## config.mk

```make
export PLATFORM = sky130hd
export DESIGN_NAME = tick_timer
export DESIGN_NICKNAME = d
export VERILOG_FILES = /design/src/rtl/tick_timer_pkg.sv /design/src/rtl/tick_ctrl.sv /design/src/rtl/tick_datapath.sv /design/src/rtl/tick_timer.sv
export SDC_FILE = /design/constraint.sdc
export NUM_CORES = 1
export LEC_CHECK = 0
export ABC_AREA = 1
export BUFFER_PORTS_ARGS = -buffer_cell sky130_fd_sc_hd__buf_2
export CAP_MARGIN = 20
export CORE_MARGIN = 1.5
export CORE_UTILIZATION = 40
export CTS_CLUSTER_DIAMETER = 80
export DETAILED_ROUTE_END_ITERATION = 16
export SLEW_MARGIN = 20
export SYNTH_ARGS = -nofsm -noshare
export SYNTH_HDL_FRONTEND = slang
export SYNTH_SLANG_ARGS = --single-unit
```

## constraint.sdc

```tcl
create_clock -name clk -period 4.2 [get_ports clk]
set_input_delay 0.21 -clock clk [delete_from_list [all_inputs] [get_ports clk]]
set_output_delay 0.21 -clock clk [all_outputs]
set_load 0.05 [all_outputs]
```

## src/rtl/tick_timer_pkg.sv

```systemverilog
package tick_timer_pkg;
  // Control word bit positions; software depends on these.
  localparam int EN_BIT   = 0;
  localparam int SEL_LSB  = 4;
  localparam int TICK_BIT = 8;
  localparam int CTRL_W   = TICK_BIT + 1;

  // Register addresses
  localparam logic [1:0] ADDR_CTRL   = 2'd0;
  localparam logic [1:0] ADDR_RELOAD = 2'd1;
  localparam logic [1:0] ADDR_LIVE   = 2'd2;
  localparam logic [1:0] ADDR_STAT   = 2'd3;

  // Strobes from control to datapath
  typedef struct packed {
    logic start;
    logic halt;
    logic clrPend;
  } ctrl_stb_t;
endpackage

```

## src/rtl/tick_ctrl.sv

```systemverilog
module tick_ctrl
  import tick_timer_pkg::*;
#(
  parameter int DATA_W = 32,
  parameter int CNT_W  = 16,
  parameter int SEL_W  = 4
) (
  input  logic              clk,
  input  logic              rstN,
  input  logic              regWr,
  input  logic [1:0]        regAddr,
  input  logic [DATA_W-1:0] regWdata,
  input  logic [CNT_W-1:0]  liveCnt,
  input  logic              pend,
  output logic [DATA_W-1:0] regRdata,
  output ctrl_stb_t         stb,
  output logic [SEL_W-1:0]  rateSel,
  output logic [CNT_W-1:0]  reloadCnt
);
  logic [CTRL_W-1:0] ctrlReg;
  logic wrCtrl, wrReload, tickRise, enFall, tickFall;

  assign wrCtrl   = regWr && (regAddr == ADDR_CTRL);
  assign wrReload = regWr && (regAddr == ADDR_RELOAD) && (regWdata > DATA_W'(2));
  assign tickRise = regWdata[TICK_BIT] && !ctrlReg[TICK_BIT];
  assign tickFall = !regWdata[TICK_BIT] && ctrlReg[TICK_BIT];
  assign enFall   = !regWdata[EN_BIT] && ctrlReg[EN_BIT];

  always_comb begin
    stb.start   = wrCtrl && regWdata[EN_BIT] && tickRise && (reloadCnt != '0);
    stb.halt    = wrCtrl && (tickFall || enFall);
    stb.clrPend = regWr && (regAddr == ADDR_STAT) && regWdata[0];
  end

  always_ff @(posedge clk) begin
    if (!rstN) begin
      ctrlReg   <= '0;
      reloadCnt <= '0;
    end else begin
      if (wrCtrl)   ctrlReg   <= regWdata[CTRL_W-1:0];
      if (wrReload) reloadCnt <= regWdata[CNT_W-1:0];
    end
  end

  assign rateSel = ctrlReg[SEL_LSB +: SEL_W];

  always_comb begin
    unique case (regAddr)
      ADDR_CTRL:   regRdata = DATA_W'(ctrlReg);
      ADDR_RELOAD: regRdata = DATA_W'(reloadCnt);
      ADDR_LIVE:   regRdata = DATA_W'(liveCnt);
      default:     regRdata = DATA_W'(pend);
    endcase
  end
endmodule

```

## src/rtl/tick_datapath.sv

```systemverilog
module tick_datapath
  import tick_timer_pkg::*;
#(
  parameter int CNT_W = 16,
  parameter int SEL_W = 4
) (
  input  logic             clk,
  input  logic             rstN,
  input  logic             slowEn,
  input  ctrl_stb_t        stb,
  input  logic [SEL_W-1:0] rateSel,
  input  logic [CNT_W-1:0] reloadCnt,
  output logic [CNT_W-1:0] liveCnt,
  output logic             running,
  output logic             pend
);
  localparam int PRE_W = (1 << SEL_W) - 1;

  logic [PRE_W-1:0] preCnt;
  logic [PRE_W-1:0] preMask;
  logic step, fire;

  assign preMask = PRE_W'((64'd1 << rateSel) - 64'd1);
  assign step    = running && slowEn && ((preCnt & preMask) == preMask);
  assign fire    = step && (liveCnt <= CNT_W'(1));

  always_ff @(posedge clk) begin
    if (!rstN) begin
      running <= 1'b0;
      liveCnt <= '0;
      preCnt  <= '0;
    end else if (stb.halt) begin
      running <= 1'b0;
    end else if (stb.start) begin
      running <= 1'b1;
      liveCnt <= reloadCnt;
      preCnt  <= '0;
    end else if (running && slowEn) begin
      preCnt <= preCnt + 1'b1;
      if (fire)      liveCnt <= reloadCnt;
      else if (step) liveCnt <= liveCnt - 1'b1;
    end
  end

  always_ff @(posedge clk) begin
    if (!rstN)            pend <= 1'b0;
    else if (fire)        pend <= 1'b1;
    else if (stb.clrPend) pend <= 1'b0;
  end
endmodule

```

## src/rtl/tick_timer.sv

```systemverilog
module tick_timer
  import tick_timer_pkg::*;
#(
  parameter int DATA_W = 32,
  parameter int CNT_W  = 16,
  parameter int SEL_W  = 4
) (
  input  logic              clk,
  input  logic              rstN,
  input  logic              slowEn,
  input  logic              regWr,
  input  logic [1:0]        regAddr,
  input  logic [DATA_W-1:0] regWdata,
  output logic [DATA_W-1:0] regRdata,
  output logic              tickIrq
);
  ctrl_stb_t        stb;
  logic [SEL_W-1:0] rateSel;
  logic [CNT_W-1:0] reloadCnt;
  logic [CNT_W-1:0] liveCnt;
  logic             tmrRun;
  logic             pend;

  tick_ctrl #(.DATA_W(DATA_W), .CNT_W(CNT_W), .SEL_W(SEL_W)) u_ctrl (
    .clk(clk), .rstN(rstN), .regWr(regWr), .regAddr(regAddr),
    .regWdata(regWdata), .liveCnt(liveCnt), .pend(pend),
    .regRdata(regRdata), .stb(stb), .rateSel(rateSel), .reloadCnt(reloadCnt)
  );

  tick_datapath #(.CNT_W(CNT_W), .SEL_W(SEL_W)) u_dp (
    .clk(clk), .rstN(rstN), .slowEn(slowEn), .stb(stb), .rateSel(rateSel),
    .reloadCnt(reloadCnt), .liveCnt(liveCnt), .running(tmrRun), .pend(pend)
  );

  assign tickIrq = pend;
endmodule

```

# Word-level counts from Yosys, hierarchy flattened
# Cells that the tools add are included.
[totals]
regBits = 58
output_inout_bits = 33
word_cells = 55
[op_classes]
add_sub_neg = 3
n_lt_le_gt_ge = 2
eq_ne = 4
n_shift = 1
muxes = 9
bitwise_logic = 3
reduce_logical = 27
[ops]
columns = ["op", "n"]
rows = [
  ["$mux W16", 4],
  ["$pmux W16 S3", 1],
  ["$gt A32 B2 Y1 const B", 1],
  ["$mux W15", 2],
  ["$le A16 B1 Y1 const B", 1],
  ["$reduce_bool A16 Y1", 1],
  ["$sub A16 B1 Y16 const B", 1],
  ["$add A15 B1 Y15 const B", 1],
  ["$and A15 B15 Y15", 1],
  ["$eq A15 B15 Y1", 1],
  ["$logic_and A1 B1 Y1", 15],
  ["$shl A1 B4 Y15 const A", 1],
  ["$sub A15 B1 Y15 const B", 1],
  ["$eq A2 B2 Y1 const B", 2],
  ["$reduce_bool A2 Y1", 2],
  ["$logic_not A1 Y1", 3],
  ["$reduce_and A3 Y1", 1],
  ["$reduce_bool A3 Y1", 1],
  ["$eq A2 B1 Y1 const B", 1],
  ["$logic_not A2 Y1", 1],
  ["$mux W1", 2],
  ["$not A1 Y1", 2],
  ["$reduce_and A2 Y1", 1],
  ["$reduce_or A2 Y1", 1],
  ["$logic_or A1 B1 Y1", 1],
]

# Logic depth before layout (Yosys ltp)
[logic_depth]
word_depth = 9
depth_mapped = 17

# Modules after synthesis
# A second synthesis with hierarchy kept.
[hier_totals]
cells_unflattened = 642
area_unflattened_um2 = 3917.5
[by_module_without_submodules]
columns = ["module", "n_inst", "cells_per_inst", "area_each_um2", "seq_area_each_um2"]
rows = [
  ["tick_datapath", 1, 352, 2183.3, 660.6],
  ["tick_ctrl", 1, 290, 1734.2, 500.5],
]

# Worst setup path before layout
# No wires, ideal clock.
[synth_path]
path_type = "register to register"
start = "reg u_ctrl.ctrlReg[7]"
end = "reg u_dp.liveCnt[6]"
setup_time_ps = 117
arrival_ps = 1960
slack_ps = 2123
stages_incl_launch_ff = 16
n_path_buf = 2
period_less_slack_ps = 2077
cell_sequence = "dfxtp_1 buf_6 nor2_2 nand3_1 ha_1 or2_2 nand3_1 nor2_1 nand3_2 nor2_4 nand4_1 nand2_2 buf_4 o21ai_0 nor2_1 nor2_1"
[synth_between]
elab_chain_cells = 9
elab_cells_between_ends = 11
[synth_rtl]
columns = ["item", "line_no", "source"]
rows = [
  ["start, declared", "tick_ctrl.sv:20", "logic [CTRL_W-1:0] ctrlReg;"],
  ["start signal, assigned", "tick_ctrl.sv:40", "if (wrCtrl) ctrlReg <= regWdata[CTRL_W-1:0];"],
  ["$shl A1 B4 Y15 *", "tick_datapath.sv:23", "assign preMask = PRE_W'((64'd1 << rateSel) - 64'd1);"],
  ["$sub A15 B1 Y15 *", "tick_datapath.sv:23", ""],
  ["$and A15 B15 Y15", "tick_datapath.sv:24", "assign step = running && slowEn && ((preCnt & preMask) == preMask);"],
  ["$eq A15 B15 Y1 *", "tick_datapath.sv:24", ""],
  ["$logic_and A1 B1 Y1 *", "tick_datapath.sv:24", ""],
  ["$logic_and A1 B1 Y1", "tick_datapath.sv:25", "assign fire = step && (liveCnt <= CNT_W'(1));"],
  ["$mux W16", "tick_datapath.sv:40", "if (fire) liveCnt <= reloadCnt;"],
  ["$mux W16", "tick_datapath.sv:38", "end else if (running && slowEn) begin"],
  ["$mux W16", "tick_datapath.sv:34", "end else if (stb.start) begin"],
  ["end signal, assigned", "tick_datapath.sv:36", "liveCnt <= reloadCnt;"],
  ["end signal, assigned", "tick_datapath.sv:40", ""],
  ["end signal, assigned", "tick_datapath.sv:41", "else if (step) liveCnt <= liveCnt - 1'b1;"],
  ["end, declared", "tick_datapath.sv:13", "output logic [CNT_W-1:0] liveCnt,"],
]
# Mark *: on every way between the ends. The rest lies on a longest branch, timed or not. The select of a mux whose other input is x is not followed.
# A chain may end at the register's enable or synchronous reset.

# Worst setup path after layout
[layout_path]
start = "reg u_ctrl.ctrlReg[7]"
end = "reg u_dp.liveCnt[0]"
# Same word-level chain as after synthesis.

==> impl_metrics.yaml <==
yosys:
  synthesis.area_sq_um: 3740
  netlist_top_cells_area: "dfxtp_1 (31%), nand2_1 (9.8%), nand3_1 (7.4%)"
  yosysWarnings: 0
  synth_top_area_share_pct: 31.0
  synth_seq_cells: 58
  seq_area_frac_synth_pct: 31.0
  synth_top_cell_by_area: "dfxtp_1"
  postSynth.asyncResetShare_pct: 0
  ys_types: 40
  synthFlopType: "dfxtp_1"
  synth-edff-count: 0
  avgSynthCellArea_sq_um: 6.53
  synthCells: 573
timing:
  holdWs_ns: 0.157
  fin_setup_tns_ns: 0
  skew_ns: 0.00721
  report.final.slew_viol_count: 0
  hold_violations: 0
  timing.final.crit_period_ns: 2.43
  fin_ws_ns: 1.77
  relSlewSlack_pct: 33.0
  setup_viol: 0
  rsz0062_at_grt: "no"
  worstMarginPinSlew_ns: 1.00
  final.period_utilization_pct: 58.0
  clock.fmax_mhz: 411
routing:
  route.detailed.drc: 0
  vias: 3936
  vias_per_cell: 5.36
  wl_mm: 10.4
  drtIter0Drc: 266
  drt_first_pass_iters: 5
  ant_nets: 0
  wl_per_cell_um: 14.2
cells_and_area:
  syn_to_final_growth_pct: 12.6
  antenna-diode-count: 0
  ff_latch_area_sq_um: 1160
  fin_area_sq_um: 4210
  drive_gt1_share_pct: 14.4
  nFillCells: 973
  multi_input_area_sq_um: 2140
  nets: 660
  fin_util_pct: 46.0
  stdcell_count: 734
placed_design:
  globalplace.congestion: 0.881
  dp_slack_ns: 1.80
  post-dp-hpwl_mm: 7.83
  placed_cell_area_sq_um: 3990
  dp.cells: 718
  portBuffers: 54
power:
  power.total_mw: 1.44
  vdd_drop_max_uv: 159
  leakage_nw: 1.82
  power_density_nw_per_um2: 342
floorplanning:
  die-area_sq_um: 9940
  num_rows: 35
  coreArea_sq_um: 9150
  die_w_um: 99.7
  num_io_pins: 71
  start_util_pct: 40.9
  die_h_um: 99.7
grt:
  antenna_found_initial: 0
  grt_pass1_vias: 3392
  grt_max_degree: 37
  grt-ovfl-total: 0
  grt_usage_pct: 21.4
  grt_pass1_wl_mm: 16.8
worst_setup_path:
  crit_path_start_kind: "flip-flop"
  cp_max_fo: 23
  crit_slowest_cell: "dfxtp_1"
  cp.required_ns: 4.48
  reg2reg_slack_ns: 1.77
  cp.arrival_ns: 2.71
  crit_chain: "nor2_2 -> nand3_1 -> ha_1 -> or2_2 -> nand3_1 -> nor2_1 -> nand3_2 -> nor2_4 -> nand4_1 -> nand2_2 -> inv_2 -> nand2_1 -> nand3_1 -> inv_1"
  path_common_cell: "nand3_1"
  worstSetupPathType: "flip-flop to flip-flop"
  endpoint_kind: "flip-flop"
  critPathMaxStageDelay_ns: 0.39
clock_network:
  clk_latency_ns: 0.34
  path_clk_slew_ns: 0.07
  cts.path.max_buffers: 2
  cts_setup_buffers: 0
  numCtsBuffers: 9
  clock_sinks: 58
  cts_tree: "built"
  htreeDepth: 3
  holdBufCountCts: 0
  cts_resized: 0
  root_buffer: "clkbuf_8"
outcome:
  status: "finished clean"
flow_run:
  maxCapViolCount: 0
worst_hold_path:
  min_path_type: "input pin to flip-flop"
==> cell usage after synthesis (2+ instances only) <==
library cell	instances
buf_2	3
inv_1	63
inv_2	5
nand2_1	98
o21ai_0	41
nand3_1	55
a21oi_1	47
ha_1	4
nor2_4	2
nor3_1	11
nor2_1	67
xor2_1	12
nor3b_1	3
clkinv_1	2
nor4_1	8
nand3_2	2
o22ai_1	8
clkbuf_1	11
nand3b_1	6
o21bai_1	2
o21ai_1	2
buf_4	20
nand4_1	16
buf_6	2
o221ai_1	7
nor2_2	2
dfxtp_1	58
nand2_2	4
==> layer usage <==
layer / track usage (%) / vias up / wire, um
met5: 0 / - / 0
met4: 7.37 / 0 / 172
met3: 4.50 / 14 / 754
met2: 32.1 / 175 / 4510
met1: 30.4 / 1765 / 4980
li1: - / 1982 / -
==> flip-flops by register name, summed over array words and instances, names as in the netlist <==
signal            flops
u_ctrl.reloadCnt     16
u_dp.pend             1
u_ctrl.ctrlReg        9
u_dp.preCnt          15
u_dp.running          1
u_dp.liveCnt         16
==> where the power goes <==
group	total (mW)	internal, mW	switching, mW	leakage (nW)
Combinational	0.264	0.0770	0.187	1.23
Sequential	0.579	0.567	0.0127	0.471
Clock	0.596	0.367	0.229	0.117
==> placed cells by master (no fill, tap or decap), types with 3 or more instances in the layout <==
cell type  count
nand2_1       98
nor2_1        67
inv_1         63
dfxtp_1       58
nand3_1       55
buf_2         54
a21oi_1       47
o21ai_0       41
nand4_1       16
conb_1        16
xor2_1        12
nor3_1        11
clkbuf_8      11
o22ai_1        8
nor4_1         8
o221ai_1       7
nand3b_1       6
inv_2          5
nand2_2        4
ha_1           4
nor3b_1        3
==> cell type report <==
class / instances / share of cell area (%)
multi-input combinational: 423 / 50.7
clock inverter: 4 / 1.75
inverter: 71 / 6.38
clock buffer: 12 / 3.68
tap: 111 / 3.30
sequential: 58 / 27.6
timing repair buffer: 55 / 6.59
==> cells by family after synthesis <==
family | count (synthesis) | synth area share (%)
adders and majority gates | 4 | 1.34
xor gates and xnor gates | 13 | 3.04
other | 1 | 0.100
AOI/OAI and AO/OA | 110 | 16.1
buffers and inverters | 107 | 13.3
and+or+nand+nor | 280 | 35.1
DFF | 58 | 31.0
==> final timing paths <==
| path | to | from | cells past startpoint |
|---|---|---|---|
| setup reg to reg | u_dp.liveCnt[0] | u_ctrl.ctrlReg[7] | 14 |
| hold / removal | u_ctrl.ctrlReg[1] | regWdata[1] | 3 |
| setup / recovery | u_dp.liveCnt[0] | u_ctrl.ctrlReg[7] | 14 |
| hold reg to reg | u_dp.running | u_dp.running | 2 |
==> worst max-delay path, delay by kind of cell, from the launching register on <==
| family | cells | cell delay [ns] |
|---|---|---|
| adder cells (fa/ha/maj) | 1 | 0.28 |
| buffers and inverters | 2 | 0.24 |
| flip-flops | 1 | 0.39 |
| AND/OR/NAND/NOR | 11 | 1.44 |
(Power assumes the default switching activity.)
